===== src/rtl/cfg_serial_pkg.sv =====
`timescale 1ns/1ps
package cfg_serial_pkg;
  localparam int ADDR_W = 8;
  localparam int DATA_W = 8;
  localparam int WORD_W = ADDR_W + DATA_W;
  localparam int CNT_W  = $clog2(WORD_W);
  localparam int NREG   = 5;

  // address and writable-bit mask of each implemented register
  localparam logic [ADDR_W-1:0] REG_ADDR [NREG] = '{8'h00, 8'h20, 8'h3F, 8'h41, 8'h50};
  localparam logic [DATA_W-1:0] REG_MASK [NREG] = '{8'h01, 8'h04, 8'h67, 8'hC0, 8'h06};

  localparam int IDX_CTL = 0;
  localparam int IDX_SPD = 1;
  localparam int IDX_PWR = 2;
  localparam int IDX_IF  = 3;
  localparam int IDX_FMT = 4;

  localparam int BIT_SOFT_RST = 7;
  localparam int BIT_RDBK     = 0;
endpackage


===== src/rtl/cfg_sync.sv =====
`timescale 1ns/1ps
module cfg_sync #(
  parameter int            W       = 3,
  parameter int            STAGES  = 2,
  parameter logic [W-1:0]  RST_VAL = '0
) (
  input  logic         clk,
  input  logic         rst,
  input  logic [W-1:0] d,
  output logic [W-1:0] q
);
  logic [W-1:0] stage [STAGES];

  always_ff @(posedge clk) begin
    if (rst) begin
      for (int i = 0; i < STAGES; i++) stage[i] <= RST_VAL;
    end else begin
      stage[0] <= d;
      for (int i = 1; i < STAGES; i++) stage[i] <= stage[i-1];
    end
  end

  assign q = stage[STAGES-1];
endmodule


===== src/rtl/cfg_frame_rx.sv =====
`timescale 1ns/1ps
module cfg_frame_rx import cfg_serial_pkg::*; (
  input  logic              clk,
  input  logic              rst,
  input  logic              sclk_s,
  input  logic              en_n_s,
  input  logic              din_s,
  output logic              en_act,
  output logic              word_vld,
  output logic              addr_vld,
  output logic [WORD_W-1:0] word,
  output logic [CNT_W-1:0]  bit_cnt
);
  logic sclk_d, en_n_d;
  logic sclk_fall, en_rise;

  assign sclk_fall = sclk_d & ~sclk_s;
  assign en_rise   = ~en_n_d & en_n_s;
  assign en_act    = ~en_n_s;

  always_ff @(posedge clk) begin
    if (rst) begin
      sclk_d   <= 1'b1;
      en_n_d   <= 1'b1;
      bit_cnt  <= '0;
      word     <= '0;
      word_vld <= 1'b0;
      addr_vld <= 1'b0;
    end else begin
      sclk_d   <= sclk_s;
      en_n_d   <= en_n_s;
      word_vld <= 1'b0;
      addr_vld <= 1'b0;
      if (en_rise) begin
        bit_cnt <= '0;                       // realign after a short word
      end else if (sclk_fall && en_act) begin
        word     <= {word[WORD_W-2:0], din_s};
        word_vld <= (bit_cnt == CNT_W'(WORD_W-1));
        addr_vld <= (bit_cnt == CNT_W'(ADDR_W-1));
        if (bit_cnt == CNT_W'(WORD_W-1)) bit_cnt <= '0;
        else                             bit_cnt <= bit_cnt + CNT_W'(1);
      end
    end
  end
endmodule


===== src/rtl/cfg_reg_bank.sv =====
`timescale 1ns/1ps
module cfg_reg_bank import cfg_serial_pkg::*; (
  input  logic                   clk,
  input  logic                   rst,
  input  logic                   wr_vld,
  input  logic [ADDR_W-1:0]      wr_addr,
  input  logic [DATA_W-1:0]      wr_data,
  input  logic [ADDR_W-1:0]      rd_addr,
  output logic [DATA_W-1:0]      rd_data,
  output logic [NREG*DATA_W-1:0] regs_flat
);
  logic [DATA_W-1:0] bank [NREG];
  logic [NREG-1:0]   hit;
  logic              lock, soft_rst;

  assign lock     = bank[IDX_CTL][BIT_RDBK];
  assign soft_rst = wr_vld && !lock && (wr_addr == REG_ADDR[IDX_CTL]) && wr_data[BIT_SOFT_RST];

  for (genvar g = 0; g < NREG; g++) begin : g_reg
    assign hit[g] = wr_vld && (wr_addr == REG_ADDR[g]) && (!lock || (g == IDX_CTL));
    assign regs_flat[g*DATA_W +: DATA_W] = bank[g];
  end

  always_ff @(posedge clk) begin
    for (int i = 0; i < NREG; i++) begin
      if (rst || soft_rst)  bank[i] <= '0;
      else if (hit[i])      bank[i] <= wr_data & REG_MASK[i];
    end
  end

  always_comb begin
    rd_data = '0;
    for (int i = 0; i < NREG; i++)
      if (rd_addr == REG_ADDR[i]) rd_data = rd_data | bank[i];
  end
endmodule


===== src/rtl/cfg_serial_regs.sv =====
`timescale 1ns/1ps
module cfg_serial_regs import cfg_serial_pkg::*; #(
  parameter int SYNC_STAGES = 2
) (
  input  logic clk,
  input  logic rst,
  input  logic ser_en_n,
  input  logic ser_clk,
  input  logic ser_din,
  output logic ser_dout,
  input  logic pin_ref_ext,
  input  logic pin_if_cmos,
  input  logic pin_fmt_offb,
  output logic cfg_ref_ext,
  output logic cfg_if_cmos,
  output logic cfg_fmt_offb,
  output logic cfg_low_speed,
  output logic cfg_pdn_global,
  output logic cfg_standby,
  output logic cfg_pdn_obuf
);
  logic [2:0]             sync_q;
  logic                   en_act, word_vld, addr_vld;
  logic [WORD_W-1:0]      word;
  logic [CNT_W-1:0]       bit_cnt, dpos;
  logic [ADDR_W-1:0]      rd_addr_q;
  logic [DATA_W-1:0]      rd_data;
  logic [NREG*DATA_W-1:0] regs_flat;
  logic                   lock, dbit;
  logic [1:0]             ref_f, if_f, fmt_f;
  logic                   unused_bits;

  cfg_sync #(.W(3), .STAGES(SYNC_STAGES), .RST_VAL(3'b110)) u_sync (
    .clk(clk), .rst(rst), .d({ser_en_n, ser_clk, ser_din}), .q(sync_q)
  );

  cfg_frame_rx u_rx (
    .clk(clk), .rst(rst), .sclk_s(sync_q[1]), .en_n_s(sync_q[2]), .din_s(sync_q[0]),
    .en_act(en_act), .word_vld(word_vld), .addr_vld(addr_vld), .word(word), .bit_cnt(bit_cnt)
  );

  cfg_reg_bank u_bank (
    .clk(clk), .rst(rst), .wr_vld(word_vld),
    .wr_addr(word[WORD_W-1:DATA_W]), .wr_data(word[DATA_W-1:0]),
    .rd_addr(rd_addr_q), .rd_data(rd_data), .regs_flat(regs_flat)
  );

  assign lock  = regs_flat[IDX_CTL*DATA_W + BIT_RDBK];
  assign ref_f = regs_flat[IDX_PWR*DATA_W + 5 +: 2];
  assign if_f  = regs_flat[IDX_IF*DATA_W  + 6 +: 2];
  assign fmt_f = regs_flat[IDX_FMT*DATA_W + 1 +: 2];
  assign unused_bits = ^regs_flat;

  // data-phase bit position: counter value ADDR_W maps to data MSB
  assign dpos = CNT_W'(WORD_W-1) - bit_cnt;
  always_comb begin
    dbit = 1'b0;
    for (int i = 0; i < DATA_W; i++)
      if (dpos == CNT_W'(i)) dbit = rd_data[i];
  end

  always_ff @(posedge clk) begin
    if (rst) begin
      rd_addr_q      <= '0;
      ser_dout       <= 1'b0;
      cfg_ref_ext    <= 1'b0;
      cfg_if_cmos    <= 1'b0;
      cfg_fmt_offb   <= 1'b0;
      cfg_low_speed  <= 1'b0;
      cfg_pdn_global <= 1'b0;
      cfg_standby    <= 1'b0;
      cfg_pdn_obuf   <= 1'b0;
    end else begin
      if (addr_vld) rd_addr_q <= word[ADDR_W-1:0];
      ser_dout       <= lock && en_act && (bit_cnt >= CNT_W'(ADDR_W)) && dbit;
      cfg_ref_ext    <= (ref_f == 2'b00) ? pin_ref_ext  : ref_f[1];
      cfg_if_cmos    <= (if_f  == 2'b00) ? pin_if_cmos  : if_f[0];
      cfg_fmt_offb   <= (fmt_f == 2'b00) ? pin_fmt_offb : fmt_f[1];
      cfg_low_speed  <= regs_flat[IDX_SPD*DATA_W + 2];
      cfg_pdn_global <= regs_flat[IDX_PWR*DATA_W + 2];
      cfg_standby    <= regs_flat[IDX_PWR*DATA_W + 1];
      cfg_pdn_obuf   <= regs_flat[IDX_PWR*DATA_W + 0];
    end
  end
endmodule


===== config.mk =====
export PLATFORM = sky130hd
export DESIGN_NAME = cfg_serial_regs
export DESIGN_NICKNAME = d
export VERILOG_FILES = /design/src/rtl/cfg_serial_pkg.sv /design/src/rtl/cfg_sync.sv /design/src/rtl/cfg_frame_rx.sv /design/src/rtl/cfg_reg_bank.sv /design/src/rtl/cfg_serial_regs.sv
export SDC_FILE = /design/constraint.sdc
export NUM_CORES = 1
export LEC_CHECK = 0
export CORE_AREA = 10 10 87 89
export DETAILED_ROUTE_END_ITERATION = 10
export DIE_AREA = 0 0 97 99
export PLACE_DENSITY = 0.67
export SLEW_MARGIN = 20
export SYNTH_ARGS = -nofsm -noshare
export SYNTH_HDL_FRONTEND = slang
export SYNTH_SLANG_ARGS = --single-unit
export TNS_END_PERCENT = 20

===== constraint.sdc =====
create_clock -name clk -period 5.11 [get_ports clk]
set_input_delay 0.511 -clock clk [delete_from_list [all_inputs] [get_ports clk]]
set_output_delay 0.511 -clock clk [all_outputs]
set_load 0.005 [all_outputs]

==> out/metrics.yaml, run 1 <==
die:
  boundaryPins: 16
  die_x_um: 97
  core_mm2: 0.005851
  num_rows: 28
  die_y_um: 99
  dieArea_mm2: 0.009603
  start_util_pct: 40.70
logic_synthesis:
  avgSynthCellArea_um2: 9.265
  syn_inst: 257
  synth-edff-count: 11
  yosys_register_bits: 57
  synth-async-reset-ratio_pct: 0
  netlist_area_mm2: 0.002381
  synth_fp_nets: 269
  synth.yosys.seq_area_share_pct: 52.55
  synthFlopType: "dfxtp_1"
  ys_types: 46
  synth.yosys.warnings: 0
setup_path:
  end_kind: "register"
  worstPathCellList: "clkdlybuf4s50_1 > or2_2 > a211o_1 > a221o_1 > a21oi_1"
  cp-start-kind: "primary input"
  max_stage_delay_ns: 0.95
  cp_slowest_cell: "clkdlybuf4s50_1"
  worstPathMaxFanout: 30
  crit_type: "in2reg"
  cp.required_ns: 5.37
  cp.arrival_ns: 2.60
  crit_family: "buffers and inverters"
  worst-path-buf-inv: 1
finish:
  final_util_pct: 48.20
  drive_gt1_share_pct: 10.07
  nets: 286
  fin_area_mm2: 0.002820
  area_growth_pct: 18.44
  diodes: 0
  fillers: 550
routing:
  first_pass_iters: 4
  route.detailed.wl_per_inst_um: 13.17
  wirelength_mm: 4.650
  vias: 1793
  drc: 0
  ant_nets: 0
  viasPerCell: 5.079
  drt_iter0_markers: 105
global_routing:
  grt_pass1_vias: 1712
  grt_overflow_total: 0
  antenna_found_initial: 0
  grt_max_degree: 31
  track_usage_pct: 10.07
  grt_pass1_wl_mm: 7.990
timing:
  relSlewSlack_pct: 29.94
  skew_ns: 0.008655
  tightest_slew_ns: 1.048
  fmax_mhz: 427.2
  finalCriticalPeriod_ns: 2.341
  drv_slew: 0
  setup_tns_ns: 0
  hold_viol_final: 0
  whs_ns: 0.4086
  setup_viol: 0
  post-route-period-util_pct: 45.81
  grt_setup_unrepaired: "false"
clocking:
  h-tree-depth: 3
  clockBufferDepth: 2
  clk_latency_ns: 0.33
  cts_resized: 0
  cts_tree: "built"
  cts_setup_buffers: 0
  clk_pin_slew_ns: 0.06
  cts_buffers: 9
  root_buffer: "clkbuf_8"
  ctsHoldBuffers: 0
  clkSinkCount: 57
pwr:
  ir_worst_vdd_v: 0.0002101
  leakage_nw: 0.9804
  power_density_mw_per_mm2: 344.6
  power.total_uw: 971.9
placement:
  gp_congestion: 0.8605
  placed_area_mm2: 0.002594
  portBuffers: 15
  dpl.hpwl_mm: 3.321
flow_run:
  cap_violations: 0
run_status:
  status: "finished clean"
min_path:
  hold_path.class: "reg2reg"
registers in the layout (all words and copies together), names as in the netlist, 4 cells and up:
register      count
u_rx.word        16
u_bank.bank      11
rd_addr_q         8
u_sync.stage      6
u_rx.bit_cnt      4
layer usage:
| metal | vias up | wire [µm] | global-route usage, % |
|---|---|---|---|
| li1 | 917 | - | - |
| met1 | 812 | 2200 | 11.77 |
| met2 | 51 | 2036 | 15.53 |
| met3 | 13 | 314 | 4.958 |
| met4 | 0 | 98 | 3.859 |
| met5 | - | 0 | 0 |
logic make-up (layout without fill, tap and decap cells):
| kind of cell | after synthesis | in the layout | synth area share, % |
|---|---|---|---|
| AOI/OAI and AO/OA | 41 | 41 | 10.56 |
| xor gates and xnor gates | 1 | 1 | 0.3679 |
| adders and majority gates | 4 | 4 | 2.102 |
| buffers and inverters | 21 | 42 | 3.363 |
| DFF | 57 | 57 | 52.55 |
| muxes | 8 | 8 | 3.363 |
| and+or+nand+nor | 125 | 125 | 27.69 |
synth_stat cells (all sizes together) (3+ instances only):
master | count | share of area, %
nor4 | 4 | 1.7
nor2b | 8 | 2.1
nand2 | 47 | 7.4
nand3b | 4 | 1.3
nor3 | 7 | 1.5
dfxtp | 46 | 39
clkbuf | 8 | 1.3
nor2 | 21 | 3.4
inv | 11 | 1.7
and2 | 7 | 1.8
or2 | 7 | 1.8
mux2i | 8 | 3.4
edfxtp | 11 | 14
ha | 4 | 2.1
a21oi | 26 | 5.5
nand4 | 3 | 0.79
stage by stage:
stage | setup slack, ns | cells
global route | 2.484 | 353
global placement | 2.428 | 338
CTS | 2.751 | 353
floorplan | 3.363 | 257
finish | 2.769 | 353
detailed placement | 2.396 | 338
power breakdown:
part           total, mW  internal [mW]  switching [mW]
registers          0.469          0.466         0.00349
clock network      0.475          0.299           0.175
logic             0.0279         0.0143          0.0136
path summary, 6_finish.rpt:
check / from / cells past startpoint / slack (ns) / to
min reg2reg: u_sync.stage[0][2] / 1 / 0.41 / u_sync.stage[0][5]
max reg2reg: u_bank.bank[0][0] / 4 / 3.12 / u_bank.bank[2][2]
max: rst / 5 / 2.77 / ser_dout
min: u_sync.stage[0][2] / 1 / 0.41 / u_sync.stage[0][5]
cell usage in the layout, fill, tap and decap left out, types with 3 or more instances in the layout:
cell type        Yosys  layout
a21oi_1             26      26
and2_1               7       7
clkbuf_8             0      11
clkdlybuf4s50_1      0      15
dfxtp_1             46      46
edfxtp_1            11      11
ha_1                 4       4
inv_1               11      11
mux2i_1              8       8
nand2_1             47      47
nand3b_1             4       4
nand4_1              3       3
nor2_1              20      20
nor2b_1              8       8
nor3_1               7       7
nor4_1               3       3
or2_2                7       7
layout make-up:
class / instances / area (µm²) / share of cell area (%)
clock inverters: 4 / 75.07 / 2.662
clock buffers: 11 / 151.4 / 5.368
flip-flops and latches: 57 / 1251 / 44.37
well taps: 75 / 93.84 / 3.327
repair buffers: 16 / 157.7 / 5.590
multi-input cells: 179 / 1050 / 37.22
inverters: 11 / 41.29 / 1.464
Power figures use the tool's default switching activity.
==> inputs of run 2 (changes only) <==
--- a/config.mk
+++ b/config.mk
@@ -8,7 +8,7 @@
 export CORE_AREA = 10 10 87 89
 export DETAILED_ROUTE_END_ITERATION = 10
 export DIE_AREA = 0 0 97 99
-export PLACE_DENSITY = 0.67
+export PLACE_DENSITY = 0.69
 export SLEW_MARGIN = 20
 export SYNTH_ARGS = -nofsm -noshare
 export SYNTH_HDL_FRONTEND = slang
==> constraint.sdc (replaced) <==
create_clock -name clk -period 1.9 [get_ports clk]
set_input_delay 0.19 -clock clk [delete_from_list [all_inputs] [get_ports clk]]
set_output_delay 0.19 -clock clk [all_outputs]
set_load 0.005 [all_outputs]
==> out/metrics.yaml, run 2 (synthesized netlist as in run 1, its figures left out) <==
timing:
  setup_viol: 0  # unchanged
  post-route-period-util_pct: 96.32
  drv_slew: 0  # unchanged
  relSlewSlack_pct: 62.81  # +33 points
  tightest_slew_ns: 0.5501  # -0.4975 ns
  fmax_mhz: 546.4
  hold_viol_final: 0  # unchanged
  whs_ns: 0.4078  # -0.0007960 ns
  skew_ns: 0.006023  # -0.002632 ns
  grt_setup_unrepaired: "true"
  finalCriticalPeriod_ns: 1.830
pwr:
  leakage_nw: 0.9871  # +0.69%
  power.total_mw: 2.258  # +130%
  power_density_mw_per_mm2: 798.5  # +130%
  swShare_pct: 20.49  # +0.70 points
  p_comb_share_pct: 3.6  # +0.7 points
  switching_power_uw: 462.6  # +140%
  ir_worst_vdd_v: 0.0005528  # +160%
  power.internal_mw: 1.795  # +130%
  p_clk_share_pct: 40.5  # -8.3 points
  p_seq_share_pct: 55.9  # +7.6 points
flow_run:
  cap_violations: 0  # unchanged
global_routing:
  grt_pass1_wl_mm: 8.500  # +6.4%
  antenna_found_initial: 0  # unchanged
  grt_max_degree: 24  # -23%
  track_usage_pct: 10.75  # +0.68 points
  grt_overflow_total: 0  # unchanged
  grt_pass1_vias: 1790  # +4.6%
finish:
  diodes: 0  # unchanged
  largest_reg_flops: 16  # unchanged
  nets: 294  # +2.8%
  layout_commonest_cell: "nand2_1"
  regMostFlops: "u_rx.word"
  reg.largest.list: "u_rx.word (16), u_bank.bank (11), rd_addr_q (8)"
  drive_gt1_share_pct: 12.59  # +2.5 points
  mostFrequentLayoutCells: "nand2_1, dfxtp_1, a21oi_1, nor2_1, clkdlybuf4s50_1"
  area_growth_pct: 18.76
clocking:
  clk_pin_slew_ns: 0.06  # about the same
  clockBufferDepth: 2  # unchanged
  cts_setup_buffers: 0  # unchanged
  h-tree-depth: 3  # unchanged
  ctsHoldBuffers: 0  # unchanged
  cts_buffers: 9  # unchanged
  cts_tree: "built"
  clk_latency_ns: 0.32  # about the same
  root_buffer: "clkbuf_8"
  clkSinkCount: 57  # unchanged
routing:
  highest_layer: "met4"
  drt-met1-wl_mm: 2.298  # +4.5%
  first_pass_iters: 4  # unchanged
  route.detailed.wl_per_inst_um: 13.57  # +3.0%
  drc: 0  # unchanged
  vias: 1823  # +1.7%
  viasPerCell: 5.050  # -0.58%
  drt_iter0_markers: 90  # -14%
  ant_nets: 0  # unchanged
  wirelength_mm: 4.900  # +5.4%
  met2_length_mm: 2.279  # +12%
  route.met3.wl_um: 265  # -16%
die:
  die_x_um: 97  # unchanged
  num_rows: 28  # unchanged
  boundaryPins: 16  # unchanged
  die_y_um: 99  # unchanged
  dieArea_mm2: 0.009603  # unchanged
  core_mm2: 0.005851  # unchanged
  start_util_pct: 40.70  # unchanged
placement:
  gp_congestion: 0.8561  # -0.51%
  portBuffers: 15  # unchanged
  dpl.hpwl_mm: 3.553  # +7.0%
min_path:
  hold_path.class: "reg2reg"
setup_path:
  cp.arrival_ns: 1.86  # -0.74 ns
  worstPathMaxFanout: 5  # -83%
  crit_type: "reg2reg"
  cp-start-kind: "register"
  cp.required_ns: 1.93  # -3.44 ns
  end_kind: "register"
run_status:
  status: "finished clean"
[run 2: per-stage QoR]
step / instances / utilization, % / setup TNS, ns / setup slack (ns) / area [µm²]
after floorplan: 257 / - / 0 / 0.1534 / 2381
after global placement: 346 / 45.36 / 0 / 0.09277 / 2654
after detailed placement: 346 / 45.36 / 0 / 0.04106 / 2654
after CTS: 361 / 48.05 / 0 / 0.03523 / 2811
after global routing: 361 / 48.33 / -0.1007 / -0.01655 / 2828
final: 361 / 48.33 / 0 / 0.06990 / 2828
[run 2: path summary, 6_finish.rpt]
| path | from | end | slack (ns) | depth (start not counted) |
|---|---|---|---|---|
| max | u_bank.bank[0][0] | u_bank.bank[2][4] | 0.07 | 4 |
| max reg2reg | u_bank.bank[0][0] | u_bank.bank[2][4] | 0.07 | 4 |
| min | u_sync.stage[0][1] | u_sync.stage[0][4] | 0.41 | 1 |
| min reg2reg | u_sync.stage[0][1] | u_sync.stage[0][4] | 0.41 | 1 |
[run 2: what timing repair did]
| item | CTS | global route |
|---|---|---|
| gates resized for setup | 0 | 6 |
| hold endpoints to repair | 0 | 0 |
| endpoints found under the setup margin | 0 | 8 |
[run 2: power by group through the flow]
stage	combinational (mW)	clock [mW]	sequential, mW
floorplan	0.0389	0	1.29
global placement	0.0798	0	1.29
detailed placement	0.0808	0	1.29
CTS	0.0810	0.945	1.26
global route	0.0896	1.01	1.26
finish	0.0807	0.915	1.26
[run 2: area by class of cell]
class	instances	area [µm²]
fill	573	3023
clock inverter	1	5.005
clock buffer	14	152.6
inverter	11	41.29
timing repair buffer	24	217.7
tap	75	93.84
multi-input combinational	179	1065
sequential	57	1252
[run 2: worst max-delay path, cell delays in order, from the launching register on]
cell and delay (ns):
edfxtp_1 0.38, or3b_2 0.46, nor3b_1 0.27, nand4_1 0.23, nand2_2 0.19
[run 2: layer usage]
layer | vias to the layer above | global-route usage (%)
met4 | 0 | 4.313
li1 | 939 | -
met5 | - | 0
met3 | 7 | 5.028
met2 | 36 | 16.82
met1 | 841 | 12.45
